<file path="src/rtl/pwm_quad_pkg.sv">
package pwm_quad_pkg;

    typedef enum logic [1:0] {
        CH_IDLE  = 2'd0,
        CH_RUN   = 2'd1,
        CH_DRAIN = 2'd2
    } ch_state_e;

    // channel window offsets
    localparam logic [4:0] OFF_MODE     = 5'h00;
    localparam logic [4:0] OFF_DUTY     = 5'h04;
    localparam logic [4:0] OFF_DUTY_SHD = 5'h08;
    localparam logic [4:0] OFF_PER      = 5'h0C;
    localparam logic [4:0] OFF_PER_SHD  = 5'h10;

    // global register addresses
    localparam int G_ENABLE  = 'h004;
    localparam int G_DISABLE = 'h008;
    localparam int G_STATUS  = 'h00C;
    localparam int G_FLAGS   = 'h01C;
    localparam int CH_BASE   = 'h200;

    localparam int MODE_POL_BIT = 9;
    localparam int MODE_AUX_BIT = 10;

endpackage

</file>
<file path="src/rtl/pwm_prescale.sv">
module pwm_prescale #(
    parameter int PW   = 4,
    parameter int PMAX = 10
) (
    input  logic          clk,
    input  logic          rst_n,
    input  logic          clr,
    input  logic          run,
    input  logic [PW-1:0] sel,
    output logic          tick
);
    logic [PMAX-1:0] cnt;
    logic [PMAX-1:0] mask;
    logic [PMAX:0]   one_sh;
    logic [PW-1:0]   n_eff;

    always_comb begin
        n_eff  = (sel > PW'(PMAX)) ? PW'(PMAX) : sel;
        one_sh = (PMAX+1)'(1) << n_eff;
        mask   = one_sh[PMAX-1:0] - PMAX'(1);
        tick   = run && (cnt == mask);
    end

    always_ff @(posedge clk or negedge rst_n) begin
        if (!rst_n)      cnt <= '0;
        else if (clr)    cnt <= '0;
        else if (run)    cnt <= tick ? '0 : cnt + PMAX'(1);
    end

    AST_PS_RANGE: assert property (@(posedge clk) disable iff (!rst_n)
        run |-> (cnt <= mask));

endmodule

</file>
<file path="src/rtl/pwm_chan.sv">
module pwm_chan
    import pwm_quad_pkg::*;
#(
    parameter int CW   = 16,
    parameter int PW   = 4,
    parameter int PMAX = 10,
    parameter int DW   = 32
) (
    input  logic          clk,
    input  logic          rst_n,
    input  logic          wr_en,
    input  logic [4:0]    off,
    input  logic [DW-1:0] wdata,
    input  logic          en_req,
    input  logic          dis_req,
    output logic [DW-1:0] rdata,
    output logic          running,
    output logic          start,
    output logic          out
);
    ch_state_e     state, nxt;
    logic [PW-1:0] pre_sel;
    logic          pol, aux;
    logic [CW-1:0] duty, per, duty_shd, per_shd, cnt;
    logic          duty_pend, per_pend;
    logic          tick, last, idle;
    logic          unused_hi;

    assign unused_hi = ^wdata[DW-1:CW];
    assign idle      = (state == CH_IDLE);

    pwm_prescale #(.PW(PW), .PMAX(PMAX)) u_ps (
        .clk  (clk),
        .rst_n(rst_n),
        .clr  (idle || (nxt == CH_IDLE)),
        .run  (!idle),
        .sel  (pre_sel),
        .tick (tick)
    );

    assign last = tick && (({1'b0, cnt} + (CW+1)'(1)) >= {1'b0, per});

    // next state
    always_comb begin
        nxt = state;
        unique case (state)
            CH_IDLE:  nxt = en_req ? CH_RUN : CH_IDLE;
            CH_RUN:   if (dis_req) nxt = last ? CH_IDLE : CH_DRAIN;
            CH_DRAIN: begin
                if (en_req)    nxt = CH_RUN;
                else if (last) nxt = CH_IDLE;
            end
            default:  nxt = CH_IDLE;
        endcase
    end

    // state register
    always_ff @(posedge clk or negedge rst_n) begin
        if (!rst_n) state <= CH_IDLE;
        else        state <= nxt;
    end

    // counter and configuration
    always_ff @(posedge clk or negedge rst_n) begin
        if (!rst_n) begin
            cnt       <= '0;
            pre_sel   <= '0;
            pol       <= 1'b0;
            aux       <= 1'b0;
            duty      <= '0;
            per       <= '0;
            duty_shd  <= '0;
            per_shd   <= '0;
            duty_pend <= 1'b0;
            per_pend  <= 1'b0;
        end else begin
            if (idle || nxt == CH_IDLE) cnt <= '0;
            else if (last)              cnt <= '0;
            else if (tick)              cnt <= cnt + CW'(1);

            if (!idle && last) begin
                if (duty_pend) begin
                    duty      <= duty_shd;
                    duty_pend <= 1'b0;
                end
                if (per_pend) begin
                    per      <= per_shd;
                    per_pend <= 1'b0;
                end
            end

            if (wr_en) begin
                case (off)
                    OFF_MODE: if (idle) begin
                        pre_sel <= wdata[PW-1:0];
                        pol     <= wdata[MODE_POL_BIT];
                        aux     <= wdata[MODE_AUX_BIT];
                    end
                    OFF_DUTY:     if (idle) duty <= wdata[CW-1:0];
                    OFF_PER:      if (idle) per  <= wdata[CW-1:0];
                    OFF_DUTY_SHD: begin
                        duty_shd  <= wdata[CW-1:0];
                        duty_pend <= 1'b1;
                    end
                    OFF_PER_SHD: begin
                        per_shd  <= wdata[CW-1:0];
                        per_pend <= 1'b1;
                    end
                    default: ;
                endcase
            end
        end
    end

    // outputs
    always_comb begin
        running = !idle;
        start   = (idle && en_req) || (!idle && last && nxt != CH_IDLE);
        out     = (!idle && (cnt >= duty)) ^ pol;
        rdata   = '0;
        case (off)
            OFF_MODE: begin
                rdata[PW-1:0]       = pre_sel;
                rdata[MODE_POL_BIT] = pol;
                rdata[MODE_AUX_BIT] = aux;
            end
            OFF_DUTY:     rdata = DW'(duty);
            OFF_DUTY_SHD: rdata = DW'(duty_shd);
            OFF_PER:      rdata = DW'(per);
            OFF_PER_SHD:  rdata = DW'(per_shd);
            default:      rdata = '0;
        endcase
    end

    AST_CNT_IN_PERIOD: assert property (@(posedge clk) disable iff (!rst_n)
        !idle |-> ((cnt < per) || (cnt == '0)));
    AST_DUTY_HELD: assert property (@(posedge clk) disable iff (!rst_n)
        (!idle && !last) |=> $stable(duty));
    AST_MODE_HELD: assert property (@(posedge clk) disable iff (!rst_n)
        !idle |=> $stable(pol));
    AST_DRAIN_KEEPS: assert property (@(posedge clk) disable iff (!rst_n)
        (state == CH_DRAIN && !last && !en_req) |=> running);
    AST_STOP_CLEARS: assert property (@(posedge clk) disable iff (!rst_n)
        $fell(running) |-> (cnt == '0));

endmodule

</file>
<file path="src/rtl/pwm_quad.sv">
module pwm_quad
    import pwm_quad_pkg::*;
#(
    parameter int NCH  = 4,
    parameter int CW   = 16,
    parameter int PW   = 4,
    parameter int PMAX = 10,
    parameter int AW   = 12,
    parameter int DW   = 32
) (
    input  logic           clk,
    input  logic           rst_n,
    input  logic [AW-1:0]  bus_addr,
    input  logic [DW-1:0]  bus_wdata,
    input  logic           bus_we,
    input  logic           bus_re,
    output logic [DW-1:0]  bus_rdata,
    output logic [NCH-1:0] pwm_out
);
    localparam int STRIDE_LG = 5;
    localparam int SEL_W     = (NCH > 1) ? $clog2(NCH) : 1;
    localparam int WIN_LO    = STRIDE_LG + SEL_W;

    logic             ch_hit;
    logic [SEL_W-1:0] ch_sel;
    logic [NCH-1:0]   en_v, dis_v, run_v, start_v, flags;
    logic             flag_rd;
    logic [DW-1:0]    ch_rd [NCH];

    always_comb begin
        ch_hit  = (bus_addr[AW-1:WIN_LO] == (AW-WIN_LO)'(CH_BASE >> WIN_LO));
        ch_sel  = bus_addr[WIN_LO-1:STRIDE_LG];
        en_v    = (bus_we && bus_addr == AW'(G_ENABLE))  ? bus_wdata[NCH-1:0] : '0;
        dis_v   = (bus_we && bus_addr == AW'(G_DISABLE)) ? bus_wdata[NCH-1:0] : '0;
        flag_rd = bus_re && (bus_addr == AW'(G_FLAGS));
    end

    for (genvar g = 0; g < NCH; g++) begin : g_ch
        pwm_chan #(.CW(CW), .PW(PW), .PMAX(PMAX), .DW(DW)) u_ch (
            .clk    (clk),
            .rst_n  (rst_n),
            .wr_en  (bus_we && ch_hit && (ch_sel == SEL_W'(g))),
            .off    (bus_addr[STRIDE_LG-1:0]),
            .wdata  (bus_wdata),
            .en_req (en_v[g]),
            .dis_req(dis_v[g]),
            .rdata  (ch_rd[g]),
            .running(run_v[g]),
            .start  (start_v[g]),
            .out    (pwm_out[g])
        );
    end

    always_ff @(posedge clk or negedge rst_n) begin
        if (!rst_n) flags <= '0;
        else        flags <= (flag_rd ? '0 : flags) | start_v;
    end

    always_comb begin
        bus_rdata = '0;
        if (bus_re) begin
            if (ch_hit)                             bus_rdata = ch_rd[ch_sel];
            else if (bus_addr == AW'(G_STATUS))     bus_rdata = DW'(run_v);
            else if (bus_addr == AW'(G_FLAGS))      bus_rdata = DW'(flags);
        end
    end

    AST_FLAG_CAPTURE: assert property (@(posedge clk) disable iff (!rst_n)
        (|start_v) |=> ((flags & $past(start_v)) == $past(start_v)));
    AST_START_RUNS: assert property (@(posedge clk) disable iff (!rst_n)
        (|start_v) |=> ((run_v & $past(start_v)) == $past(start_v)));

endmodule

</file>
<file path="config.mk">
export PLATFORM = sky130hd
export DESIGN_NAME = pwm_quad
export DESIGN_NICKNAME = d
export VERILOG_FILES = /design/src/rtl/pwm_quad_pkg.sv /design/src/rtl/pwm_prescale.sv /design/src/rtl/pwm_chan.sv /design/src/rtl/pwm_quad.sv
export SDC_FILE = /design/constraint.sdc
export NUM_CORES = 1
export LEC_CHECK = 0
export ABC_AREA = 1
export BUFFER_PORTS_ARGS = -buffer_cell sky130_fd_sc_hd__clkbuf_2
export CAP_MARGIN = 20
export CORE_ASPECT_RATIO = 1.1
export CORE_MARGIN = 2
export CORE_UTILIZATION = 25
export CTS_CLUSTER_SIZE = 16
export DETAILED_ROUTE_END_ITERATION = 10
export PLACE_DENSITY = 0.39
export REMOVE_ABC_BUFFERS = 1
export SLEW_MARGIN = 20
export SYNTH_ARGS = -nofsm -noshare
export SYNTH_HDL_FRONTEND = slang
export SYNTH_SLANG_ARGS = --single-unit
</file>
<file path="constraint.sdc">
create_clock -name clk -period 3 [get_ports clk]
set_input_delay 0.15 -clock clk [delete_from_list [all_inputs] [get_ports clk]]
set_output_delay 0.15 -clock clk [all_outputs]
set_load 0.03 [all_outputs]
</file>
==> metrics.csv <==
metric,value,unit
Reg-to-Reg Start,g_ch[3].u_ch.cnt[0]$_DFFE_PN0P_,
Final Util,35.3,%
I/O Buffers,51,
setup ws final,-0.205,ns
Final nets,4136,
Final setup viols,238,
Vias/cell,4.80,
final hold violations,0,
Synth-to-Final Area Change,40.6,%
HP Class,in -> async,
vias post-DR,25800,
worst path arrival time,3.73,ns
worst r2r path cells,19,
full die area,107000,µm²
most frequent cells in the layout,"nand2_1, inv_1, dfrtp_1",
pwr dens,466,nW/µm²
Crit Reg-Reg Endpoint,g_ch[3].u_ch.per_pend$_DFF_PN0_,
register area,10100,µm²
relative slew slack,23.0,%
fin crit period,3.21,ns
Fmax,0.312,GHz
CP max FO,4,
first-pass GRT wire length,163000,µm
sequential area share after synthesis,38.9,%
DRT Pass-1 Iters,5,
CP endpoint kind,flip-flop,
Mapped Cells,3590,
initial antenna violation count,4,
DRC,0,
routed len/inst,20.1,µm
Clock Latency Late Sink,0.67,ns
Post-Route Setup TNS,-29.94,ns
CTS sink count,404,
# fillers,11000,
synthesized area per cell,7.24,µm²
GPL Wtd Cong,0.837,
"Req. time, crit path",3.53,ns
Netlist cell types,47,
clock buffer depth,3,
leak pwr,16.5,nW
"most common cell after layout, fill and taps aside",nand2_1,
Non-Filler Instances,5377,
Tcrit/Tclk final,107,%
Clock transition at path regs,0.06,ns
worst-margin pin slew,1.15,ns
Die Y,342,µm
CTS tree,yes,
unrepaired setup endpoints after global routing,true,
VDD IR-drop max,0.000420,V
largest net degree at the start of global routing,96,
failing checks,negative setup slack,
area of the multi-input gates,16300,µm²
I/O pins,84,
ANT cells,0,
Setup CP Type,reg -> reg,
number of cells after detailed placement,5163,
flop2flop setup slack,-0.21,ns
final antenna-violating net count,0,
# Max-Cap Violations,0,
clk_skew,0.0297,ns
CTS buffer count,53,
status,finished with violations,
Starting Density,25.1,%
std cell rows,124,
total track usage,20.0,%
Post-synth EDFFs,0,
Max Slew Vio Count,0,
Routed WL,108000,µm
crit start category,flip-flop,
Post-synth ARST share,100,%
CTS root buf,clkbuf_16,
share of cells above drive strength 1,28.3,%
#FFs+latches synth,404,
Synth Cell Area,26000,µm²
CTS H-tree depth,2,
Final HPWL DP,75400,µm
ys flop type,dfrtp_1,
vias in the first global route,25500,
DRT iter0 DRCs,1676,
CORE AREA,103000,µm²
chip width,311,µm
yosys warns,0,
GR Overflow Total,0,
[flip-flops by register name, summed over array words and instances (netlist names)]
| signal | flops |
|---|---|
| g_ch.u_ch.cnt | 64 |
| g_ch.u_ch.duty | 64 |
| g_ch.u_ch.duty_shd | 64 |
| g_ch.u_ch.per | 64 |
| g_ch.u_ch.per_shd | 64 |
| g_ch.u_ch.u_ps.cnt | 40 |
| g_ch.u_ch.pre_sel | 16 |
| g_ch.u_ch.state | 8 |
| flags | 4 |
| g_ch.u_ch.aux | 4 |
| g_ch.u_ch.duty_pend | 4 |
| g_ch.u_ch.per_pend | 4 |
| g_ch.u_ch.pol | 4 |
[repair_timing]
action                                  in CTS  in global routing
endpoints found under the hold margin      271                  0
hold buffers                                17                  0
endpoints found under the setup margin     249                252
gates cloned                                22                  2
pin swaps                                   96                148
buffers inserted                            55                 43
gates resized for setup                    639                345
[routing by layer]
metal  global-route usage [%]  vias to the layer above  share of wire [%]
met2                     33.7                      560                 48
met4                     6.29                        0                3.1
met1                     26.3                    12500                 45
li1                         -                    12600                  -
met3                     2.87                      140                4.6
met5                        0                        -                  0
[metrics by stage]
stage	total power (W)	instance area (µm²)	setup WS [ns]	hold WS (ns)
detailed placement	0.00841	29900	-0.556	0.147
global route	0.0177	36600	-0.459	0.0738
global placement	0.00841	29900	-0.572	0.145
finish	0.0170	36600	-0.205	0.0402
floorplan	0.00712	25200	-0.929	-0.146
CTS	0.0172	35000	-0.239	0.0228
[critical path: stages, from the launching register on]
cell and delay (ns):
dfrtp_1 0.38, ha_2 0.19, nand4_1 0.16, nor3_2 0.26, nand2_1 0.11, o21ai_1 0.12
inv_1 0.09, ha_1 0.29, buf_4 0.11, nand4_1 0.15, nor4_4 0.27, nand3_2 0.14
nand3_4 0.15, buf_12 0.12, nand2_8 0.06, buf_4 0.15, buf_4 0.12, buf_6 0.11
nand2_1 0.05, nand2_1 0.06
[report_power, final]
part,switching (W),total (W),internal [W]
Combinational,0.00243,0.00438,0.00195
Clock,0.00282,0.00686,0.00404
Sequential,0.000140,0.00579,0.00565
Total,0.00539,0.0170,0.0116
[final cells by class]
| cell class | count | share of cell area (%) |
|---|---|---|
| clock inverter | 29 | 0.917 |
| multi-input combinational | 2478 | 44.5 |
| timing repair buffer | 483 | 12.6 |
| inverter | 528 | 5.42 |
| sequential | 404 | 27.7 |
| tap | 1386 | 4.74 |
| clock buffer | 69 | 4.09 |
[synthesized netlist by cell type, types with 5 or more instances]
cell type,n,area (µm²)
nand3_2,6,60.1
o21ai_1,10,50.1
o21ai_0,357,1790
nor2_4,5,56.3
nand4_1,181,1130
nand2_1,821,3080
o2111ai_1,5,43.8
nor2_1,233,875
or2_2,9,56.3
o22ai_1,70,438
xor2_1,54,473
nor4_1,5,31.3
clkbuf_1,129,484
o31ai_1,8,60.1
mux2i_1,5,50.1
a21oi_1,144,721
inv_2,7,26.3
xnor2_1,27,236
a21boi_0,6,45.0
o21bai_1,7,52.6
buf_1,9,33.8
a31oi_1,11,68.8
o211ai_1,28,210
nor3_1,43,215
dfrtp_1,404,10100
inv_1,518,1940
ha_1,140,1750
buf_4,23,173
nand3_1,253,1270
buf_2,30,150
[how the worst max path moves through the flow]
stage,startpoint,endpoint,cells after the start
after floorplan,g_ch[2].u_ch.cnt[0]$_DFFE_PN0P_,g_ch[2].u_ch.duty[3]$_DFF_PN0_,18
after global placement,g_ch[3].u_ch.cnt[0]$_DFFE_PN0P_,g_ch[3].u_ch.cnt[15]$_DFFE_PN0P_,19
after detailed placement,g_ch[3].u_ch.cnt[0]$_DFFE_PN0P_,g_ch[3].u_ch.cnt[15]$_DFFE_PN0P_,19
after CTS,g_ch[1].u_ch.cnt[1]$_DFFE_PN0P_,g_ch[1].u_ch.duty[3]$_DFF_PN0_,24
after global routing,g_ch[3].u_ch.cnt[0]$_DFFE_PN0P_,g_ch[3].u_ch.u_ps.cnt[1]$_DFFE_PN0P_,22
final,g_ch[3].u_ch.cnt[0]$_DFFE_PN0P_,g_ch[3].u_ch.per_pend$_DFF_PN0_,19
[cells by family after synthesis]
family                   count (synthesis)  share of synthesized area (%)
AND/OR/NAND/NOR                       1573                           26.5
other                                    1                         0.0144
multiplexers                             5                          0.192
AO/OA/AOI/OAI                          662                           13.9
XOR/XNOR                                81                           2.73
flip-flops                             404                           38.9
buffers and inverters                  724                           11.0
adder cells (fa/ha/maj)                140                           6.74
No activity file was read; power rests on OpenSTA's default activity.
